--- src/rtl/cs_steal_pkg.sv ---
package cs_steal_pkg;

    typedef enum logic [1:0] {
        ST_RUN     = 2'd0,
        ST_STEAL   = 2'd1,
        ST_RELEASE = 2'd2
    } steal_state_t;

    function automatic int unsigned idx_width(input int unsigned n);
        return (n > 1) ? $clog2(n) : 1;
    endfunction

endpackage

--- src/rtl/cs_prio_pick.sv ---
module cs_prio_pick #(
    parameter int unsigned N_DEV = 4,
    localparam int unsigned IW = cs_steal_pkg::idx_width(N_DEV)
) (
    input  logic [N_DEV-1:0] elig,
    output logic             win_valid,
    output logic [IW-1:0]    win_idx
);

    // scan from the lowest priority upward so the lowest index is kept last
    always_comb begin
        win_valid = 1'b0;
        win_idx   = '0;
        for (int i = N_DEV - 1; i >= 0; i--) begin
            if (elig[i]) begin
                win_valid = 1'b1;
                win_idx   = IW'(i);
            end
        end
    end

endmodule

--- src/rtl/cs_pace_timer.sv ---
module cs_pace_timer #(
    parameter int unsigned GW = 8
) (
    input  logic          clk,
    input  logic          rst_n,
    input  logic          load,
    input  logic [GW-1:0] gap,
    output logic          ready
);

    logic [GW-1:0] remain_q;

    always_ff @(posedge clk or negedge rst_n) begin
        if (!rst_n) begin
            remain_q <= '0;
        end else if (load) begin
            remain_q <= gap;
        end else if (remain_q != '0) begin
            remain_q <= remain_q - 1'b1;
        end
    end

    assign ready = (remain_q == '0);

endmodule

--- src/rtl/cs_steal_fsm.sv ---
module cs_steal_fsm
    import cs_steal_pkg::*;
(
    input  logic clk,
    input  logic rst_n,
    input  logic pick_valid,
    output logic grant_load,
    output logic cpu_ce,
    output logic mem_en,
    output logic ack_fire
);

    steal_state_t state_q, state_d;

    always_ff @(posedge clk or negedge rst_n) begin
        if (!rst_n) begin
            state_q <= ST_RUN;
        end else begin
            state_q <= state_d;
        end
    end

    always_comb begin
        state_d    = state_q;
        grant_load = 1'b0;
        cpu_ce     = 1'b1;
        mem_en     = 1'b0;
        ack_fire   = 1'b0;
        unique case (state_q)
            ST_RUN: begin
                if (pick_valid) begin
                    grant_load = 1'b1;
                    state_d    = ST_STEAL;
                end
            end
            ST_STEAL: begin
                cpu_ce  = 1'b0;
                mem_en  = 1'b1;
                state_d = ST_RELEASE;
            end
            ST_RELEASE: begin
                ack_fire = 1'b1;
                state_d  = ST_RUN;
            end
            default: begin
                state_d = ST_RUN;
            end
        endcase
    end

endmodule

--- src/rtl/cs_steal_arbiter.sv ---
module cs_steal_arbiter #(
    parameter int unsigned N_DEV = 4,
    parameter int unsigned AW    = 12,
    parameter int unsigned DW    = 16,
    parameter int unsigned GW    = 8,
    parameter int unsigned CW    = 16
) (
    input  logic                clk,
    input  logic                rst_n,
    input  logic [N_DEV-1:0]    dev_req,
    input  logic [N_DEV-1:0]    dev_we,
    input  logic [N_DEV*AW-1:0] dev_addr,
    input  logic [N_DEV*DW-1:0] dev_wdata,
    input  logic [N_DEV*GW-1:0] dev_gap,
    output logic [N_DEV-1:0]    dev_ack,
    output logic [DW-1:0]       dev_rdata,
    output logic                cpu_ce,
    output logic                mem_en,
    output logic                mem_we,
    output logic [AW-1:0]       mem_addr,
    output logic [DW-1:0]       mem_wdata,
    input  logic [DW-1:0]       mem_rdata,
    output logic [CW-1:0]       steal_count
);

    localparam int unsigned IW = cs_steal_pkg::idx_width(N_DEV);

    logic [N_DEV-1:0] ready;
    logic [N_DEV-1:0] elig;
    logic [N_DEV-1:0] load_vec;
    logic             pick_valid;
    logic [IW-1:0]    pick_idx;
    logic             grant_load;
    logic             ack_fire;

    logic [IW-1:0]    win_q;
    logic             we_q;
    logic [AW-1:0]    addr_q;
    logic [DW-1:0]    wdata_q;
    logic [CW-1:0]    count_q;

    // one spacing timer per device, reloaded when that device wins
    for (genvar g = 0; g < N_DEV; g++) begin : g_pace
        assign load_vec[g] = grant_load && (pick_idx == IW'(g));
        cs_pace_timer #(.GW(GW)) u_pace (
            .clk   (clk),
            .rst_n (rst_n),
            .load  (load_vec[g]),
            .gap   (dev_gap[g*GW +: GW]),
            .ready (ready[g])
        );
    end

    assign elig = dev_req & ready;

    cs_prio_pick #(.N_DEV(N_DEV)) u_pick (
        .elig      (elig),
        .win_valid (pick_valid),
        .win_idx   (pick_idx)
    );

    cs_steal_fsm u_fsm (
        .clk        (clk),
        .rst_n      (rst_n),
        .pick_valid (pick_valid),
        .grant_load (grant_load),
        .cpu_ce     (cpu_ce),
        .mem_en     (mem_en),
        .ack_fire   (ack_fire)
    );

    // capture the winner's transfer at the decision edge
    always_ff @(posedge clk or negedge rst_n) begin
        if (!rst_n) begin
            win_q   <= '0;
            we_q    <= 1'b0;
            addr_q  <= '0;
            wdata_q <= '0;
        end else if (grant_load) begin
            win_q   <= pick_idx;
            we_q    <= dev_we[pick_idx];
            addr_q  <= dev_addr[pick_idx*AW +: AW];
            wdata_q <= dev_wdata[pick_idx*DW +: DW];
        end
    end

    always_ff @(posedge clk or negedge rst_n) begin
        if (!rst_n) begin
            count_q <= '0;
        end else if (mem_en) begin
            count_q <= count_q + 1'b1;
        end
    end

    assign mem_we      = mem_en && we_q;
    assign mem_addr    = addr_q;
    assign mem_wdata   = wdata_q;
    assign dev_ack     = ack_fire ? (N_DEV'(1) << win_q) : '0;
    assign dev_rdata   = mem_rdata;
    assign steal_count = count_q;

endmodule

--- config.mk ---
export PLATFORM = sky130hd
export DESIGN_NAME = cs_steal_arbiter
export DESIGN_NICKNAME = d
export VERILOG_FILES = /design/src/rtl/cs_steal_pkg.sv /design/src/rtl/cs_prio_pick.sv /design/src/rtl/cs_pace_timer.sv /design/src/rtl/cs_steal_fsm.sv /design/src/rtl/cs_steal_arbiter.sv
export SDC_FILE = /design/constraint.sdc
export NUM_CORES = 1
export LEC_CHECK = 0
export ABC_AREA = 1
export BUFFER_PORTS_ARGS = -buffer_cell sky130_fd_sc_hd__buf_2
export CELL_PAD_IN_SITES_DETAIL_PLACEMENT = 0
export CELL_PAD_IN_SITES_GLOBAL_PLACEMENT = 1
export CORE_AREA = 4 4 126 128
export DETAILED_ROUTE_END_ITERATION = 6
export DIE_AREA = 0 0 130 132
export GPL_TIMING_DRIVEN = 0
export PLACE_DENSITY_LB_ADDON = 0.1
export SLEW_MARGIN = 20
export SYNTH_ARGS = -nofsm -noshare
export SYNTH_HDL_FRONTEND = slang
export SYNTH_SLANG_ARGS = --single-unit
--- constraint.sdc ---
create_clock -name clk -period 3.6 [get_ports clk]
set_input_delay 0.72 -clock clk [delete_from_list [all_inputs] [get_ports clk]]
set_output_delay 0.72 -clock clk [all_outputs]
set_load 0.02 [all_outputs]
==> results.toml <==
[outcome]
status = "finished, final reports clean"

[cells_and_area]
area_delta_synth_final_pct = 33.3
nets = 1122
antenna_cells = 0
layout-drive-gt1-share = 0.318
final_core_util = 0.456
finalNonFillerCells = 1140

[detailed_routing]
wl_per_cell_um = 14.4
drt-initial-drc-count = 255
vias = 5222
routed_via_density = 4.58
dr.pass1.iters = 4
ant_nets = 0
drc_errors = 0
routed_wirelength_mm = 16.4

[floorplan]
ios = 237
core_um2 = 14900
die_h_um = 132
row_count = 45
start_util = 0.342
dieWidth_um = 130
die_area_um2 = 17200

[clock_tree]
insertion_delay_ps = 340
cts_resized = 0
cts_tree = "done"
cts_setup_buffers = 0
clock_sinks = 81
cts_buffer_depth = 2
numCtsBuffers = 9
htree_levels = 3
clk_pin_slew_worst_paths_ps = 60
cts_root_buf = "clkbuf_16"
cts_hold_buf = 0

[timing]
tightest_slew_ps = 565
hold_viol = 0
setup_violations = 0
tns_ps = 0
fmaxAchievable_ghz = 0.436
rsz0062_at_grt = "no"
fin_crit_ps = 2300
fin_crit_sh = 0.638
relSlewSlack = 0.623
finClkSkew_ps = 10.6
maxSlewViolCount = 0

[synthesis]
async_flop_share = 1.00
yosysSeqAreaShare = 0.399
ys_seq_elements = 81
synth_area_leaders = "dfrtp_1 (40%), nand2_1 (13%), nor2_1 (9.7%), nand3_1 (7.5%), inv_1 (4.5%)"
ys_types = 32
netlist.top_cell.by_area = "dfrtp_1"
synth.avg_cell_area_um2 = 7.11
synth_edf_count = 0
syn_nets = 890
synth_cells = 715
synthFlopType = "dfrtp_1"
synth_top_area_share = 0.399
yosysWarnings = 0
synth_area_um2 = 5080

[pwr]
leakage_uw = 0.00370
power.density_nw_per_um2 = 308
ir_drop_mv = 0.243

[grt]
first_global_vias = 5183
overflow = 0
grt_antenna_before_repair = 0
track_usage = 0.193
grt_pass1_wl_mm = 26.2
grt_start_max_net_pins = 43

[critical_path]
arrival_ps = 2520
critPathCaptureType = "flip-flop"
worstSetupPathType = "reg2reg"
crit_path_max_fanout = 10
worstSetupStartpointType = "flip-flop"
crit_required_ps = 3830

[placement]
port_buffers = 220
hpwl_mm = 12.9
placed_cells = 1124
globalplace.congestion = 0.767

[worst_hold_path]
hold_path.class = "in2async"

[job]
cap_violations = 0
-- layout make-up --
cell class	instances	area [um^2]
Fill cell	1595	8090
Multi-Input combinational cell	524	2520
Sequential cell	81	2030
Timing Repair Buffer	221	1130
Buffer	45	297
Inverter	65	244
Tap cell	188	235
Clock buffer	9	225
Clock inverter	7	101
-- Yosys cell counts (10+ instances only) --
cell	n
nor2_1	131
nor3_1	10
inv_1	61
xnor2_1	13
buf_2	15
nand3_1	76
nand4_1	33
buf_4	23
o21ai_0	25
xor2_1	18
nand2_1	177
dfrtp_1	81
-- placed cells by master (no fill, tap or decap), types with 5 or more instances in the layout --
cell	count
inv_1	61
nand4_1	33
nor2_1	131
ha_1	5
nand2_1	177
o21ai_0	25
buf_2	234
dfrtp_1	81
clkbuf_16	9
nand2_2	7
nand3_1	76
a21oi_1	6
xnor2_1	13
buf_4	24
xor2_1	18
nor3_1	10
-- logic make-up (layout without fill, tap and decap cells) --
| family | after synthesis | after routing | synth area share |
|---|---|---|---|
| simple gates | 447 | 447 | 0.385 |
| compound gates | 41 | 41 | 0.0443 |
| buf+inv | 110 | 347 | 0.106 |
| flops | 81 | 81 | 0.399 |
| fa+ha+maj | 5 | 5 | 0.0123 |
| xor+xnor | 31 | 31 | 0.0534 |
-- layer usage --
metal / global-route usage / up-vias / share of wire
met5: 0 / - / 0
met4: 0.0589 / 0 / 0.016
met3: 0.0462 / 16 / 0.068
met2: 0.325 / 161 / 0.48
met1: 0.244 / 2317 / 0.43
li1: - / 2728 / -
-- final timing paths --
kind	startpoint	endpoint	cells after the start	slack, ps
max	g_pace[0].u_pace.remain_q[0]	mem_wdata[12]	11	1300
min	rst_n	g_pace[3].u_pace.remain_q[1]	1	360
max reg2reg	g_pace[0].u_pace.remain_q[0]	mem_wdata[12]	11	1300
min reg2reg	steal_count[15]	steal_count[15]	1	480
max in group asynchronous	rst_n	g_pace[0].u_pace.remain_q[7]	2	2620
min in group clk	steal_count[15]	steal_count[15]	1	480
-- flip-flops by register name, summed over array words and instances, names as in the netlist --
name	flops
win_q	2
g_pace.u_pace.remain_q	32
we_q	1
u_fsm.state_q	2
mem_wdata	16
steal_count	16
mem_addr	12
-- through the flow --
stage / cell area, um^2 / hold WS [ps] / worst slack (ps) / power, uW
after floorplan: 5080 / 424 / 1720 / 970
after global placement: 6420 / 460 / 1060 / 1080
after detailed placement: 6450 / 475 / 1310 / 1090
after CTS: 6780 / 378 / 1280 / 2120
after global routing: 6780 / 400 / 1070 / 2170
final: 6780 / 362 / 1300 / 2090
-- report_power, final --
part           internal [uW]  switching, uW
combinational           86.3           71.4
clock                    614            407
sequential               910              0
total                   1610            478
-- critical path, cell delays in order, from the launching register on --
cell and delay, ps:
dfrtp_1 360, inv_1 120, ha_1 200, nor3b_4 270, nand3_2 210, nand2_2 190, nor2_1 80, nor2_4 200
buf_4 220, nand3_1 90, nor2_1 190, nor2_1 60
Power figures use the tool's default switching activity.
